--- config.mk ---
export PLATFORM = sky130hd
export DESIGN_NAME = eeprom_seqrd
export DESIGN_NICKNAME = d
export VERILOG_FILES = /design/src/rtl/seqrd_pkg.sv /design/src/rtl/seqrd_rx_shift.sv /design/src/rtl/seqrd_tx_drive.sv /design/src/rtl/seqrd_addr_ptr.sv /design/src/rtl/eeprom_seqrd.sv
export SDC_FILE = /design/constraint.sdc
export NUM_CORES = 1
export LEC_CHECK = 0
export BUFFER_PORTS_ARGS = -buffer_cell sky130_fd_sc_hd__buf_2
export CAP_MARGIN = 15
export CORE_ASPECT_RATIO = 1.75
export CORE_MARGIN = 2
export CORE_UTILIZATION = 30
export DETAILED_ROUTE_END_ITERATION = 8
export PLACE_DENSITY = 0.51
export SLEW_MARGIN = 40
export SYNTH_ARGS = -nofsm -noshare
export SYNTH_HDL_FRONTEND = slang
export SYNTH_HIERARCHICAL = 1
export SYNTH_SLANG_ARGS = --single-unit
--- constraint.sdc ---
create_clock -name clk -period 4.2 [get_ports clk]
set_input_delay 0.63 -clock clk [delete_from_list [all_inputs] [get_ports clk]]
set_output_delay 0.63 -clock clk [all_outputs]
set_load 0.01 [all_outputs]
--- src/rtl/seqrd_pkg.sv ---
package seqrd_pkg;

  localparam int BYTE_W = 8;
  localparam int CNT_W  = $clog2(BYTE_W + 1);

  localparam logic [3:0] DEV_CODE = 4'b1010;

  typedef enum logic [3:0] {
    ST_IDLE,
    ST_DEV,
    ST_DEV_ACK,
    ST_AHI,
    ST_AHI_ACK,
    ST_ALO,
    ST_ALO_ACK,
    ST_RD_DATA,
    ST_RD_ACK,
    ST_RD_NEXT,
    ST_HOLD
  } st_e;

endpackage

--- src/rtl/seqrd_rx_shift.sv ---
module seqrd_rx_shift
  import seqrd_pkg::*;
(
  input  logic              clk,
  input  logic              rst,
  input  logic              clear,
  input  logic              sample,
  input  logic              bit_in,
  output logic [BYTE_W-1:0] byte_q,
  output logic              full
);

  logic [CNT_W-1:0] cnt_q;

  always_ff @(posedge clk) begin
    if (rst) begin
      byte_q <= '0;
      cnt_q  <= '0;
    end else if (clear) begin
      cnt_q  <= '0;
    end else if (sample) begin
      byte_q <= {byte_q[BYTE_W-2:0], bit_in};
      if (cnt_q != CNT_W'(BYTE_W))
        cnt_q <= cnt_q + 1'b1;
    end
  end

  assign full = (cnt_q == CNT_W'(BYTE_W));

endmodule

--- src/rtl/seqrd_tx_drive.sv ---
module seqrd_tx_drive
  import seqrd_pkg::*;
(
  input  logic              clk,
  input  logic              rst,
  input  logic              release_bus,
  input  logic              ack_low,
  input  logic              load,
  input  logic [BYTE_W-1:0] load_data,
  input  logic              shift,
  output logic              oe_q
);

  logic [BYTE_W-1:0] sh_q;

  always_ff @(posedge clk) begin
    if (rst) begin
      sh_q <= '0;
      oe_q <= 1'b0;
    end else if (release_bus) begin
      oe_q <= 1'b0;
    end else if (ack_low) begin
      oe_q <= 1'b1;
    end else if (load) begin
      sh_q <= load_data;
      oe_q <= ~load_data[BYTE_W-1];
    end else if (shift) begin
      sh_q <= {sh_q[BYTE_W-2:0], 1'b0};
      oe_q <= ~sh_q[BYTE_W-2];
    end
  end

endmodule

--- src/rtl/seqrd_addr_ptr.sv ---
module seqrd_addr_ptr #(
  parameter int MEM_BYTES = 4096,
  localparam int AW = $clog2(MEM_BYTES)
) (
  input  logic          clk,
  input  logic          rst,
  input  logic          load,
  input  logic [AW-1:0] load_addr,
  input  logic          step,
  output logic [AW-1:0] ptr_q
);

  localparam logic [AW-1:0] LAST = AW'(MEM_BYTES - 1);

  always_ff @(posedge clk) begin
    if (rst)
      ptr_q <= '0;
    else if (load)
      ptr_q <= load_addr;
    else if (step)
      ptr_q <= (ptr_q == LAST) ? '0 : ptr_q + 1'b1;
  end

endmodule

--- src/rtl/eeprom_seqrd.sv ---
// Read engine of a serial EEPROM slave. MEM_BYTES must exceed 256 so that
// the first address byte carries at least one pointer bit.
module eeprom_seqrd #(
  parameter int         MEM_BYTES = 4096,
  parameter logic [2:0] CHIP_SEL  = 3'b000,
  localparam int        AW        = $clog2(MEM_BYTES)
) (
  input  logic          clk,
  input  logic          rst,
  input  logic          start_evt,
  input  logic          stop_evt,
  input  logic          scl_rise,
  input  logic          scl_fall,
  input  logic          sda_in,
  output logic [AW-1:0] mem_rd_addr,
  input  logic [7:0]    mem_rd_data,
  output logic          sda_oe
);
  import seqrd_pkg::*;

  localparam int HI_W = AW - BYTE_W;

  st_e             st_q, st_d;
  logic            rw_q, rw_d;
  logic [HI_W-1:0] hi_q, hi_d;

  logic              rx_clr, rx_smp, rx_full;
  logic [BYTE_W-1:0] rx_byte;
  logic              tx_rel, tx_ack, tx_load, tx_shift;
  logic              ptr_load, ptr_step;
  logic              sel_ok;

  assign sel_ok = (rx_byte[7:4] == DEV_CODE) && (rx_byte[3:1] == CHIP_SEL);

  always_comb begin
    st_d     = st_q;
    rw_d     = rw_q;
    hi_d     = hi_q;
    rx_clr   = 1'b0;
    rx_smp   = 1'b0;
    tx_rel   = 1'b0;
    tx_ack   = 1'b0;
    tx_load  = 1'b0;
    tx_shift = 1'b0;
    ptr_load = 1'b0;
    ptr_step = 1'b0;
    if (start_evt) begin
      st_d   = ST_DEV;
      rx_clr = 1'b1;
      tx_rel = 1'b1;
    end else if (stop_evt) begin
      st_d   = ST_IDLE;
      rx_clr = 1'b1;
      tx_rel = 1'b1;
    end else begin
      case (st_q)
        ST_DEV: begin
          if (scl_rise) begin
            rx_smp = 1'b1;
          end else if (scl_fall && rx_full) begin
            if (sel_ok) begin
              tx_ack = 1'b1;
              rw_d   = rx_byte[0];
              st_d   = ST_DEV_ACK;
            end else begin
              st_d   = ST_HOLD;
            end
          end
        end
        ST_DEV_ACK: begin
          if (scl_fall) begin
            rx_clr = 1'b1;
            if (rw_q) begin
              tx_load = 1'b1;
              st_d    = ST_RD_DATA;
            end else begin
              tx_rel  = 1'b1;
              st_d    = ST_AHI;
            end
          end
        end
        ST_AHI: begin
          if (scl_rise) begin
            rx_smp = 1'b1;
          end else if (scl_fall && rx_full) begin
            tx_ack = 1'b1;
            hi_d   = rx_byte[HI_W-1:0];
            st_d   = ST_AHI_ACK;
          end
        end
        ST_AHI_ACK: begin
          if (scl_fall) begin
            rx_clr = 1'b1;
            tx_rel = 1'b1;
            st_d   = ST_ALO;
          end
        end
        ST_ALO: begin
          if (scl_rise) begin
            rx_smp = 1'b1;
          end else if (scl_fall && rx_full) begin
            tx_ack   = 1'b1;
            ptr_load = 1'b1;
            st_d     = ST_ALO_ACK;
          end
        end
        ST_ALO_ACK: begin
          if (scl_fall) begin
            tx_rel = 1'b1;
            st_d   = ST_HOLD;
          end
        end
        ST_RD_DATA: begin
          if (scl_rise) begin
            rx_smp = 1'b1;
          end else if (scl_fall) begin
            if (rx_full) begin
              tx_rel = 1'b1;
              rx_clr = 1'b1;
              st_d   = ST_RD_ACK;
            end else begin
              tx_shift = 1'b1;
            end
          end
        end
        ST_RD_ACK: begin
          if (scl_rise) begin
            if (!sda_in) begin
              ptr_step = 1'b1;
              st_d     = ST_RD_NEXT;
            end else begin
              st_d     = ST_HOLD;
            end
          end
        end
        ST_RD_NEXT: begin
          if (scl_fall) begin
            tx_load = 1'b1;
            st_d    = ST_RD_DATA;
          end
        end
        default: ;
      endcase
    end
  end

  always_ff @(posedge clk) begin
    if (rst) begin
      st_q <= ST_IDLE;
      rw_q <= 1'b0;
      hi_q <= '0;
    end else begin
      st_q <= st_d;
      rw_q <= rw_d;
      hi_q <= hi_d;
    end
  end

  seqrd_rx_shift u_rx (
    .clk    (clk),
    .rst    (rst),
    .clear  (rx_clr),
    .sample (rx_smp),
    .bit_in (sda_in),
    .byte_q (rx_byte),
    .full   (rx_full)
  );

  seqrd_tx_drive u_tx (
    .clk         (clk),
    .rst         (rst),
    .release_bus (tx_rel),
    .ack_low     (tx_ack),
    .load        (tx_load),
    .load_data   (mem_rd_data),
    .shift       (tx_shift),
    .oe_q        (sda_oe)
  );

  seqrd_addr_ptr #(.MEM_BYTES(MEM_BYTES)) u_ptr (
    .clk       (clk),
    .rst       (rst),
    .load      (ptr_load),
    .load_addr ({hi_q, rx_byte}),
    .step      (ptr_step),
    .ptr_q     (mem_rd_addr)
  );

endmodule

==> flow_metrics.py, run 1 <==
metrics = {
    "outcome": {
        "status": "complete, no violations",
    },
    "clock_network": {
        "cts_hold_buf": 0,
        "cts.sinks": 41,
        "ctsResizeCount": 0,
        "tritoncts": "done",
        "clockRootBuffer": "clkbuf_16",
        "clock_latency_ns": 0.28,
        "post_cts_buffers": 0,
        "clk_pin_slew_worst_paths_ns": 0.06,
        "htreeDepth": 2,
        "cts_buffers": 5,
        "cts.path.max_buffers": 2,
    },
    "sta": {
        "worstMarginPinSlew_ns": 0.790,
        "finalSetupTns_ns": 0,
        "fin_ws_ns": 1.69,
        "maxSlewHeadroom": 0.471,
        "rsz0062_at_grt": "false",
        "maxSlewViolCount": 0,
        "fin_crit_ns": 2.51,
        "setup_viol_count_final": 0,
        "max_freq_mhz": 399,
        "hold_violations": 0,
        "period_share": 0.597,
        "final.setup_skew_ns": 0.00507,
    },
    "placement": {
        "io_buffers": 27,
        "dp_slack_ns": 1.57,
        "placed_cell_area_sq_um": 2580,
        "routabilityCongestion": 0.818,
        "dpl.hpwl_mm": 4.56,
    },
    "detailed_routing": {
        "detail-route-antenna-nets": 0,
        "drtIter0Drc": 163,
        "routed_wirelength_mm": 6.14,
        "vias": 2173,
        "firstDrtPassIters": 4,
        "vias_per_cell": 5.45,
        "drcViolationCount": 0,
        "wl_per_cell_microns": 15.4,
    },
    "layout": {
        "antenna_cells": 0,
        "final_area_sq_um": 2720,
        "area_delta_synth_final_pct": 13.2,
        "fin_nets": 326,
        "finish.utilization": 0.347,
        "drive_gt1_frac": 0.181,
    },
    "critical_path": {
        "max_stage_delay_ns": 0.64,
        "start_kind": "flip-flop",
        "crit-reg2reg-capture": "u_ptr/ptr_q[5]$_SDFFE_PP0P_",
        "arrival_ns": 2.72,
        "crit_family": "simple AND/OR/NAND/NOR gates",
        "cp_max_fo": 19,
        "critPathKind": "flip-flop to flip-flop",
        "cp-end-kind": "flip-flop",
        "path_buf_inv": 0,
        "r2r-start": "st_q[2]$_SDFFE_PP0P_",
        "worst-r2r-cell-count": 7,
        "critPathRequiredTime_ns": 4.41,
        "ff2ff_setup_slack_ns": 1.69,
        "crit_path_frequent_cell": "nor2_1",
        "cp_cell_sequence": "nor2_1, nand4_1, nor2_1, nand2b_1, a41oi_2, o21ai_0, a21oi_1",
        "cp_slowest_cell": "nor2_1",
    },
    "power": {
        "peakVddDrop_v": 0.000146,
        "p_leak_nw": 1.00,
        "power.internal_uw": 627,
        "pwr-share-seq": 0.484,
        "powerDensity_nw_per_um2": 301,
        "power.switching_uw": 191,
        "pwr-share-comb": 0.060,
        "p_clk_frac": 0.456,
        "swShare": 0.234,
        "total_power_uw": 819,
    },
    "floorplan": {
        "fp.dieW_microns": 71.7,
        "core_region_area_sq_um": 7860,
        "dieArea_sq_um": 8780,
        "num_rows": 43,
        "pin_count": 28,
        "start_util": 0.306,
        "die_height_microns": 122,
    },
    "synth": {
        "synth-edff-count": 0,
        "synth_area_leader_cell": "dfxtp_1",
        "synth.distinct_cells": 61,
        "yosys_warnings": 6,
        "synth_seq_cells": 41,
        "synth_seq_area_share": 0.341,
        "synth.top_cell.area_share": 0.341,
        "synth_flop_cell": "dfxtp_1",
        "synth_nets": 307,
        "synth_commonest_cells": "dfxtp_1, nand2_1, a21oi_1, nor2_1, mux2i_1",
        "netlist_area_sq_um": 2410,
        "synth_async_sr_flop_share": 0,
        "synthTopCellsByArea": "dfxtp_1, mux2i_1, nand2_1, a21oi_1, nor2_1",
        "syn_area_per_cell_sq_um": 8.33,
        "synthCells": 289,
        "post-synth-top-count-cell": "dfxtp_1",
    },
    "global_routing": {
        "grt_pass1_vias": 2084,
        "antenna_found_initial": 0,
        "grt.overflow.total": 0,
        "grt_max_degree": 39,
        "grt_pass1_wl_mm": 10.3,
        "track_usage": 0.149,
    },
    "flow_run": {
        "maxCapViolCount": 0,
    },
    "min_path": {
        "whs_path_depth": 2,
        "hp-class": "flip-flop to flip-flop",
        "hold_start": "u_tx/sh_q[0]$_SDFFE_PP0P_",
        "holdPathEnd": "u_tx/sh_q[0]$_SDFFE_PP0P_",
    },
}
-- final cells by class --
cell class                 instances  area (sq um)
timing repair buffer              29           150
multi-input combinational        225          1470
fill                             832          5130
inverter                           6          22.5
tap                               90           113
sequential                        41           821
clock buffer                       5           125
clock inverter                     3          17.5
-- kinds of logic after synthesis --
| family | count (synthesis) | synth area share |
|---|---|---|
| AO/OA/AOI/OAI | 73 | 0.206 |
| XOR/XNOR | 10 | 0.0364 |
| adder cells (fa/ha/maj) | 3 | 0.0156 |
| buffers and inverters | 23 | 0.0515 |
| flip-flops | 41 | 0.341 |
| multiplexers | 14 | 0.0582 |
| AND/OR/NAND/NOR | 125 | 0.291 |
-- registers in the layout, summed over array words and instances (netlist names) --
| name | flops |
|---|---|
| hi_q | 4 |
| u_rx/byte_q | 8 |
| u_tx/oe_q | 1 |
| u_rx/cnt_q | 4 |
| rw_q | 1 |
| st_q | 4 |
| u_tx/sh_q | 7 |
| u_ptr/ptr_q | 12 |
-- power by group through the flow --
stage               registers, mW  logic (mW)  clock network [mW]
floorplan                   0.400      0.0355                   0
global placement            0.405      0.0492                   0
detailed placement          0.405      0.0491                   0
CTS                         0.396      0.0493               0.384
global route                0.397      0.0546               0.401
finish                      0.396      0.0489               0.373
-- per-stage QoR --
stage	std cells	hold WS (ns)
5_1_grt	399	0.508
3_5_place_dp	391	0.459
4_1_cts	399	0.468
3_3_place_gp	391	0.456
6_report	399	0.469
2_1_floorplan	289	0.443
-- cell usage in the layout (no fill, tap or decap), types with 4 or more instances in the layout --
cell,synthesis,routed
a211oi_1,9,9
o21ai_0,5,5
nor2_1,24,24
nand2_1,35,35
nor2b_1,4,4
nand3_1,8,8
nand4_1,6,6
nand2b_1,6,6
dfxtp_1,41,41
xor2_1,7,7
clkbuf_16,0,5
a31oi_1,6,6
buf_2,6,27
mux2i_1,14,14
nor3b_1,7,7
nor3_1,7,7
a311oi_1,4,4
inv_1,5,5
a21oi_1,26,26
-- worst min-delay path: stages, from the launching register on --
cell and delay [ns]:
dfxtp_1 0.31, o31ai_1 0.06, a21oi_1 0.06
-- how the worst max path moves through the flow --
stage / startpoint / endpoint / slack (ns) / cells after the start
after global placement: stop_evt / u_ptr/ptr_q[5]$_SDFFE_PP0P_ / 1.63 / 8
after floorplan: stop_evt / u_ptr/ptr_q[0]$_SDFFE_PP0P_ / 2.10 / 7
after global routing: st_q[2]$_SDFFE_PP0P_ / u_ptr/ptr_q[5]$_SDFFE_PP0P_ / 1.45 / 7
after detailed placement: stop_evt / u_ptr/ptr_q[5]$_SDFFE_PP0P_ / 1.57 / 8
after CTS: st_q[2]$_SDFFE_PP0P_ / u_ptr/ptr_q[5]$_SDFFE_PP0P_ / 1.73 / 7
final: st_q[2]$_SDFFE_PP0P_ / u_ptr/ptr_q[5]$_SDFFE_PP0P_ / 1.69 / 7
-- metal layers --
metal	global-route usage	up-vias	routed length, microns	share of wire
li1	-	1089	-	-
met2	0.271	46	3280	0.53
met4	0.0755	0	214	0.035
met3	0.0255	15	178	0.029
met1	0.163	1023	2470	0.40
met5	0	-	0	0
(Power assumes the default switching activity.)
==> run 2, diff against run 1 <==
- ABC_AREA: unset -> 1
- PLACE_DENSITY: 0.51 -> 0.5
- clock period: 4.2 -> 2.5 ns (I/O delays scaled with it)
==> run 2 against run 1 <==
Against the previous run:
- fmax is 11% higher
- sequential cell count unchanged
- via count grew 18%
- register-to-register slack got worse by 1.4 ns
==> flow_metrics.py, run 2 <==
metrics = {
    "power": {
        "p_leak_nw": 1.29,
        "peakVddDrop_v": 0.000313,
        "powerDensity_nw_per_um2": 519,
    },
    "sta": {
        "maxSlewHeadroom": 0.627,
        "fin_crit_ns": 2.26,
        "setup_viol_count_final": 0,
        "maxSlewViolCount": 0,
        "worstMarginPinSlew_ns": 0.560,
        "hold_violations": 0,
        "finalSetupTns_ns": 0,
        "max_freq_mhz": 443,
        "period_share": 0.903,
        "holdWs_ns": 0.371,
        "final.setup_skew_ns": 0.00956,
        "rsz0062_at_grt": "true",
    },
    "critical_path": {
        "start_kind": "flip-flop",
        "crit_family": "simple AND/OR/NAND/NOR gates",
        "critPathRequiredTime_ns": 2.66,
        "cp_max_fo": 12,
        "cp_cell_sequence": "inv_1, ha_1, nand3_1, inv_1, nand3_1, nor2_1, inv_1, nor2_1, inv_1, nand2_1, inv_1, a22oi_1, o21a_1, nor2_1",
        "critPathKind": "flip-flop to flip-flop",
        "cp_slowest_cell": "dfxtp_1",
        "crit_path_frequent_cell": "inv_1",
        "arrival_ns": 2.41,
        "path_buf_inv": 5,
        "max_stage_delay_ns": 0.34,
        "cp-end-kind": "flip-flop",
    },
    "clock_network": {
        "clockRootBuffer": "clkbuf_16",
        "htreeDepth": 2,
        "cts.sinks": 41,
        "cts_buffers": 5,
        "clk_pin_slew_worst_paths_ns": 0.06,
        "post_cts_buffers": 0,
        "tritoncts": "done",
        "cts.path.max_buffers": 2,
        "ctsResizeCount": 0,
        "cts_hold_buf": 0,
        "clock_latency_ns": 0.29,
    },
    "placement": {
        "dpl.hpwl_mm": 5.17,
        "io_buffers": 27,
        "routabilityCongestion": 0.962,
    },
    "layout": {
        "area_delta_synth_final_pct": 17.0,
        "largest_reg_flops": 12,
        "reg.largest.list": "u_ptr/ptr_q: 12 flops, u_rx/byte_q: 8 flops, u_tx/sh_q: 7 flops",
        "top_register": "u_ptr/ptr_q",
        "final_common_cell": "nand2_1",
        "drive_gt1_frac": 0.196,
        "final_cell_mix": "nand2_1, nor2_1, dfxtp_1",
        "fin_nets": 445,
        "antenna_cells": 0,
    },
    "global_routing": {
        "antenna_found_initial": 0,
        "track_usage": 0.158,
        "grt_pass1_vias": 2432,
        "grt.overflow.total": 0,
        "grt_max_degree": 27,
        "grt_pass1_wl_mm": 11.2,
    },
    "flow_run": {
        "maxCapViolCount": 0,
    },
    "synth": {
        "post-synth-top-count-cell": "nand2_1",
        "yosys_warnings": 6,
        "synthCells": 395,
        "synth_async_sr_flop_share": 0,
        "synth_xor_area_frac": 0.00699,
        "synth_seq_cells": 41,
        "synth_commonest_cells": "nand2_1, nor2_1, dfxtp_1, inv_1, nand3_1",
        "synth-edff-count": 0,
        "synth_area_leader_cell": "dfxtp_1",
        "synth.area.mux_share": 0,
        "synth_nets": 413,
        "syn_area_per_cell_sq_um": 6.34,
        "synth_seq_area_share": 0.328,
        "synth_top_family_by_area": "simple AND/OR/NAND/NOR gates",
        "synth.top_cell.area_share": 0.328,
        "netlist_area_sq_um": 2500,
        "synth_compound_area_frac": 0.154,
        "synth.distinct_cells": 36,
        "synth_flop_cell": "dfxtp_1",
        "synthAdderAreaFrac": 0.0150,
        "synthTopCellsByArea": "dfxtp_1, nand2_1, nor2_1, inv_1, nand3_1",
        "synth_simple_gate_area_frac": 0.396,
    },
    "floorplan": {
        "core_region_area_sq_um": 8200,
        "die_height_microns": 125,
        "num_rows": 44,
        "pin_count": 28,
        "dieArea_sq_um": 9130,
        "start_util": 0.305,
        "fp.dieW_microns": 73.1,
    },
    "detailed_routing": {
        "detail-route-antenna-nets": 0,
        "vias": 2568,
        "routed_wirelength_mm": 6.79,
        "vias_per_cell": 4.94,
        "firstDrtPassIters": 4,
        "drtIter0Drc": 161,
        "wl_per_cell_microns": 13.1,
        "drcViolationCount": 0,
    },
    "min_path": {
        "hp-class": "input port to flip-flop",
    },
    "outcome": {
        "status": "complete, no violations",
    },
}
run 2: cell types whose count changed after synthesis, moves of 6 or more:
| cell | change |
|---|---|
| nand2b_1 | -6 |
| a211oi_1 | -8 |
| nor3b_1 | -7 |
| xor2_1 | -6 |
| nand2_2 | +8 |
| a22oi_1 | +12 |
| inv_1 | +34 |
| mux2i_1 | -14 |
| nand3_1 | +21 |
| nand2_1 | +60 |
| nor2_1 | +40 |
| inv_2 | +15 |
run 2: worst paths after layout:
path                                   start                           to  slack, ns  cells after the start
setup / recovery  u_rx/cnt_q[0]$_SDFFE_PP0P_  u_ptr/ptr_q[4]$_SDFFE_PP0P_       0.24                     14
hold / removal                mem_rd_data[0]    u_tx/sh_q[0]$_SDFFE_PP0P_       0.37                      3
hold reg to reg    u_tx/sh_q[0]$_SDFFE_PP0P_    u_tx/sh_q[0]$_SDFFE_PP0P_       0.46                      2
setup reg to reg  u_rx/cnt_q[0]$_SDFFE_PP0P_  u_ptr/ptr_q[4]$_SDFFE_PP0P_       0.24                     14
run 2: worst min-delay path, stage by stage:
cell and delay (ns):
buf_2 0.10, nand3_1 0.07, a21oi_1 0.06
run 2: area by class of cell:
type,count,area (sq um)
fillers,924,5270
clock inverters,1,30.0
flip-flops and latches,41,821
inverters,55,206
clock buffers,7,143
multi-input cells,293,1450
well taps,92,115
repair buffers,31,165
run 2: cells by family (layout without fill, tap and decap cells):
group | after synthesis | after routing
buffers and inverters | 62 | 94
AOI/OAI and AO/OA | 65 | 65
and+or+nand+nor | 222 | 223
adders and majority gates | 3 | 3
xor gates and xnor gates | 2 | 2
DFF | 41 | 41
run 2: routing by layer:
layer,GRT usage,routed length (microns)
met3,0.0283,193
met2,0.290,3710
met1,0.164,2650
met4,0.0773,232
met5,0,0
run 2: power breakdown:
group / switching, mW / total [mW] / leakage, nW / internal [mW]
clock network: 0.268 / 0.767 / 0.0841 / 0.499
logic: 0.0639 / 0.0926 / 0.872 / 0.0287
registers: 0.00555 / 0.661 / 0.330 / 0.656
total: 0.337 / 1.52 / 1.29 / 1.18
run 2: through the flow:
step	setup WS [ns]	utilization	total power, mW	instance area, sq um	std cells
6_report	0.244	0.357	1.52	2930	520
3_3_place_gp	0.266	0.334	0.767	2740	511
4_1_cts	0.162	0.355	1.53	2910	519
3_5_place_dp	0.166	0.334	0.767	2740	511
5_1_grt	-0.00727	0.357	1.58	2930	520
2_1_floorplan	0.498	-	0.734	2500	395
